[config.mk]
export PLATFORM = sky130hd
export DESIGN_NAME = ppa_adder
export DESIGN_NICKNAME = d
export VERILOG_FILES = /design/src/rtl/ppa_pkg.sv /design/src/rtl/ppa_black_cell.sv /design/src/rtl/ppa_gray_cell.sv /design/src/rtl/ppa_pg_stage.sv /design/src/rtl/ppa_sklansky_tree.sv /design/src/rtl/ppa_sum_stage.sv /design/src/rtl/ppa_adder.sv
export SDC_FILE = /design/constraint.sdc
export NUM_CORES = 1
export LEC_CHECK = 0
export ABC_AREA = 1
export ABC_CLOCK_PERIOD_IN_PS = 7800
export CAP_MARGIN = 20
export CELL_PAD_IN_SITES_DETAIL_PLACEMENT = 0
export CELL_PAD_IN_SITES_GLOBAL_PLACEMENT = 1
export CORE_AREA = 2 2 64 66
export DETAILED_ROUTE_END_ITERATION = 8
export DIE_AREA = 0 0 66 68
export DONT_BUFFER_PORTS = 1
export PLACE_DENSITY_LB_ADDON = 0.2
export SYNTH_ARGS = -nofsm -noshare
export SYNTH_HDL_FRONTEND = slang
export SYNTH_SLANG_ARGS = --single-unit
export TNS_END_PERCENT = 5
[constraint.sdc]
create_clock -name vclk -period 7.8
set_input_delay 1.56 -clock vclk [all_inputs]
set_output_delay 1.56 -clock vclk [all_outputs]
set_load 0.01 [all_outputs]
[src/rtl/ppa_pkg.sv]
package ppa_pkg;
  // default operand width of the adder
  localparam int unsigned PPA_WIDTH = 32;

  // propagate / generate pair carried on a full (two-signal) tree wire
  typedef struct packed {
    logic p;
    logic g;
  } pg_t;
endpackage

[src/rtl/ppa_black_cell.sv]
// Full combine cell: joins an upper group with the adjacent lower group and
// yields both group propagate and group generate.
module ppa_black_cell
  import ppa_pkg::*;
(
  input  pg_t hi_i,
  input  pg_t lo_i,
  output pg_t grp_o
);
  assign grp_o.g = hi_i.g | (hi_i.p & lo_i.g);
  assign grp_o.p = hi_i.p & lo_i.p;
endmodule

[src/rtl/ppa_gray_cell.sv]
// Reduced combine cell: used once the lower group reaches the carry-in,
// so only the group generate (the carry) is needed.
module ppa_gray_cell
  import ppa_pkg::*;
(
  input  pg_t  hi_i,
  input  logic lo_g_i,
  output logic g_o
);
  assign g_o = hi_i.g | (hi_i.p & lo_g_i);
endmodule

[src/rtl/ppa_pg_stage.sv]
// Bitwise propagate/generate stage. The carry-in is absorbed into position 0
// through a reduced cell, so node 0 already spans down to the carry-in.
module ppa_pg_stage
  import ppa_pkg::*;
#(
  parameter int unsigned WIDTH = PPA_WIDTH
) (
  input  logic [WIDTH-1:0] a_i,
  input  logic [WIDTH-1:0] b_i,
  input  logic             cin_i,
  output logic [WIDTH-1:0] p_o,
  output pg_t  [WIDTH-1:0] node_o
);
  logic [WIDTH-1:0] gen_bit;
  logic             g0_with_cin;

  assign p_o     = a_i ^ b_i;
  assign gen_bit = a_i & b_i;

  ppa_gray_cell u_cin_cell (
    .hi_i   ('{p: p_o[0], g: gen_bit[0]}),
    .lo_g_i (cin_i),
    .g_o    (g0_with_cin)
  );

  assign node_o[0] = '{p: 1'b0, g: g0_with_cin};

  for (genvar i = 1; i < WIDTH; i++) begin : g_node
    assign node_o[i] = '{p: p_o[i], g: gen_bit[i]};
  end
endmodule

[src/rtl/ppa_sklansky_tree.sv]
// Divide-and-conquer prefix tree. At level lv, each position whose bit lv is
// set joins with the top position of the lower half of its 2^(lv+1) block.
module ppa_sklansky_tree
  import ppa_pkg::*;
#(
  parameter int unsigned WIDTH = PPA_WIDTH
) (
  input  pg_t  [WIDTH-1:0] node_i,
  output logic [WIDTH-1:0] carry_o
);
  localparam int unsigned LEVELS = $clog2(WIDTH);

  pg_t [WIDTH-1:0] lvl [LEVELS+1];

  assign lvl[0] = node_i;

  for (genvar lv = 0; lv < LEVELS; lv++) begin : g_level
    for (genvar i = 0; i < WIDTH; i++) begin : g_pos
      localparam int unsigned BLK  = 1 << (lv + 1);
      localparam int unsigned HALF = 1 << lv;
      localparam int unsigned SRC  = (i / BLK) * BLK + HALF - 1;
      if (((i >> lv) & 1) == 0) begin : g_pass
        // plain wire; a buffer here would carry no logic
        assign lvl[lv+1][i] = lvl[lv][i];
      end else if (i < BLK) begin : g_reduced
        // lower group reaches the carry-in: generate only
        logic carry_w;
        ppa_gray_cell u_cell (
          .hi_i   (lvl[lv][i]),
          .lo_g_i (lvl[lv][SRC].g),
          .g_o    (carry_w)
        );
        assign lvl[lv+1][i] = '{p: 1'b0, g: carry_w};
      end else begin : g_full
        ppa_black_cell u_cell (
          .hi_i  (lvl[lv][i]),
          .lo_i  (lvl[lv][SRC]),
          .grp_o (lvl[lv+1][i])
        );
      end
    end
  end

  for (genvar i = 0; i < WIDTH; i++) begin : g_out
    assign carry_o[i] = lvl[LEVELS][i].g;
  end

  // a local generate must always produce a carry out of that position
  always_comb begin
    for (int k = 0; k < int'(WIDTH); k++) begin
      if (node_i[k].g) begin
        AST_GEN_SETS_CARRY: assert (carry_o[k]);
      end
    end
  end
endmodule

[src/rtl/ppa_sum_stage.sv]
// Sum XOR stage: each bit XORs its propagate with the carry from below.
module ppa_sum_stage
  import ppa_pkg::*;
#(
  parameter int unsigned WIDTH = PPA_WIDTH
) (
  input  logic [WIDTH-1:0] p_i,
  input  logic [WIDTH-1:0] carry_i,
  input  logic             cin_i,
  output logic [WIDTH-1:0] sum_o,
  output logic             cout_o
);
  assign sum_o  = p_i ^ {carry_i[WIDTH-2:0], cin_i};
  assign cout_o = carry_i[WIDTH-1];
endmodule

[src/rtl/ppa_adder.sv]
module ppa_adder
  import ppa_pkg::*;
#(
  parameter int unsigned WIDTH = PPA_WIDTH
) (
  input  logic [WIDTH-1:0] a_i,
  input  logic [WIDTH-1:0] b_i,
  input  logic             cin_i,
  output logic [WIDTH-1:0] sum_o,
  output logic             cout_o
);
  logic [WIDTH-1:0] prop;
  pg_t  [WIDTH-1:0] node;
  logic [WIDTH-1:0] carry;

  ppa_pg_stage #(.WIDTH(WIDTH)) u_pg (
    .a_i    (a_i),
    .b_i    (b_i),
    .cin_i  (cin_i),
    .p_o    (prop),
    .node_o (node)
  );

  ppa_sklansky_tree #(.WIDTH(WIDTH)) u_tree (
    .node_i  (node),
    .carry_o (carry)
  );

  ppa_sum_stage #(.WIDTH(WIDTH)) u_sum (
    .p_i     (prop),
    .carry_i (carry),
    .cin_i   (cin_i),
    .sum_o   (sum_o),
    .cout_o  (cout_o)
  );

  logic [WIDTH:0] ref_total;
  assign ref_total = {1'b0, a_i} + {1'b0, b_i} + {{WIDTH{1'b0}}, cin_i};

  always_comb begin
    AST_SUM_BITS: assert (sum_o == ref_total[WIDTH-1:0]);
    AST_CARRY_OUT: assert (cout_o == ref_total[WIDTH]);
    if (&a_i && b_i == '0 && cin_i) begin
      AST_FULL_RIPPLE: assert (sum_o == '0 && cout_o);
    end
    if (a_i == '0 && b_i == '0) begin
      AST_ZERO_OPERANDS: assert (sum_o == {{(WIDTH-1){1'b0}}, cin_i} && !cout_o);
    end
    if (&(a_i ^ b_i)) begin
      AST_ALL_PROPAGATE: assert (cout_o == cin_i);
    end
  end
endmodule

==> results_dict.tcl <==
set metrics [dict create \
    synth_xor_xnor_area_share_pct 5.63 \
    status "completed" \
    ir_drop_v 0.0000283 \
    synth_compound_area_share_pct 9.88 \
    max_slew.worst_pin.slew_ns 0.345 \
    slew_viol_final 0 \
    p_leak_nw 1.13 \
    yosysTopAreaCellShare_pct 24.4 \
    max_freq_ghz 0.199 \
    yosys.area_share.simple_pct 41.0 \
    n_antenna_cell 0 \
    dp_hpwl_mm 3.12 \
    combinationalPowerShare_pct 100.0 \
    synth_most_common_cell "nand2_1" \
    gr-total-overflow 0 \
    finalSetupViolations 0 \
    yosys-mux-area-fraction_pct 0 \
    regArea_um2 0 \
    area_delta_synth_final_pct 2.49 \
    route.vias.total 1703 \
    max-cap-violations 0 \
    swShare_pct 65.9 \
    pwr-share-seq_pct 0 \
    seq_cell_count 0 \
    syn_area_um2 1710 \
    synth_fa_ha_area_share_pct 29.0 \
    pre_cts_slack_ns 2.76 \
    die_area_um2 4490 \
    die_y_um 68 \
    antenna_found_initial 0 \
    drt_iter0_markers 62 \
    switching_power_uw 94.5 \
    timing.final.ws_setup_ns 2.78 \
    finalCriticalPeriod_ns 5.02 \
    fin_cells 356 \
    detail-route-antenna-nets 0 \
    first_pass_iters 4 \
    clockBufferCount 0 \
    holdWs_ns 3.31 \
    ioPinCount 98 \
    synth_largest_area_cell "nand2_1" \
    cts_setup_buffers 0 \
    syn_inst 307 \
    synth_top_family_by_area "simple AND/OR/NAND/NOR gates" \
    drt-vias-per-instance 4.78 \
    synthTopCellsByCount "111 x nand2_1, 60 x inv_1, 30 x ha_1" \
    path_class "primary input to primary output" \
    slew_headroom_pct 76.8 \
    die_x_um 66 \
    cts_resized 0 \
    grt_max_degree 17 \
    required_ns 6.24 \
    place_area_um2 1750 \
    groute.usage.overall_pct 14.4 \
    fin_crit_sh_pct 64.3 \
    synth_area_leaders "nand2_1 24%, ha_1 22%, inv_1 13%, a21oi_1 7.6%, fa_1 7.0%" \
    grt_pass1_wl_mm 5.53 \
    port_buffers 0 \
    worst-path-max-fanout 16 \
    grt_pass1_vias 1363 \
    routed_wl_mm 3.47 \
    internal_power_uw 48.9 \
    synth_seq_area_share_pct 0 \
    arrival_ns 3.46 \
    dp.cells 356 \
    power.density_nw_per_um2 81.8 \
    clock_power_share_pct 0 \
    gp_congestion 0.763 \
    synthesis.nets 408 \
    crit_path_end_kind "primary output" \
    synth.distinct_cells 22 \
    start_kind "primary input" \
    drc_errors 0 \
    drive_gt1_share_pct 4.25 \
    nets 409 \
    hold_buffers 0 \
    final_core_util_pct 45.5 \
    fp-row-count 23 \
    yosysWarnings 0 \
    finalInstanceArea_um2 1750 \
    total_power_uw 143 \
    synth_area_per_cell_um2 5.57 \
    min-delay-path-class "primary input to primary output" \
    wl_per_cell_um 9.74 \
    coreArea_um2 3860 \
    start_util_pct 44.4 \
    hold_violations 0 \
    finalSetupTns_ns 0 \
    rsz0062_at_grt "no" \
]
==> final timing paths <==
check / startpoint / end / slack [ns] / cells after the start
setup / recovery: a_i[0] / sum_o[17] / 2.78 / 12
hold / removal: b_i[1] / sum_o[1] / 3.31 / 1
==> per-layer routing <==
layer | GRT usage [%] | part of all wire (%)
met2 | 24.9 | 43
met1 | 20.4 | 47
met3 | 1.81 | 9.4
met4 | 0 | 0.32
met5 | 0 | 0
==> power groups by stage <==
stage / Clock (mW) / Sequential, mW / Combinational (mW)
CTS: 0 / 0 / 0.146
global route: 0 / 0 / 0.167
floorplan: 0 / 0 / 0.127
finish: 0 / 0 / 0.143
detailed placement: 0 / 0 / 0.145
global placement: 0 / 0 / 0.144
==> worst max-delay path: stages <==
cell	delay (ns)
inv_1	0.06
fa_1	0.16
inv_1	0.04
fa_1	0.37
nand2_1	0.07
nand2_1	0.06
nand3_1	0.09
nand2_2	0.11
nand2_2	0.10
nand2_4	0.13
fa_1	0.42
xor2_1	0.27
==> area by class of cell <==
| type | instances | area [µm²] |
|---|---|---|
| Fill cell | 459 | 2100 |
| Multi-Input combinational cell | 245 | 1460 |
| Inverter | 61 | 229 |
| Tap cell | 50 | 62.6 |
==> cells by family after synthesis <==
kind of cell	after synthesis
xor gates and xnor gates	11
buffers and inverters	62
and+or+nand+nor	168
AOI/OAI and AO/OA	30
adders and majority gates	36
==> placed cells by master, fill, tap and decap left out, drive strengths merged <==
master and instances:
xnor2 4, a21oi 27, o21bai 1, a21boi 1, nor2 21, nor4 1, a21o 1, inv 61
xor2 7, or2 2, nand3 20, ha 30, fa 6, nor3 4, nand2 120
Power figures use the tool's default switching activity.
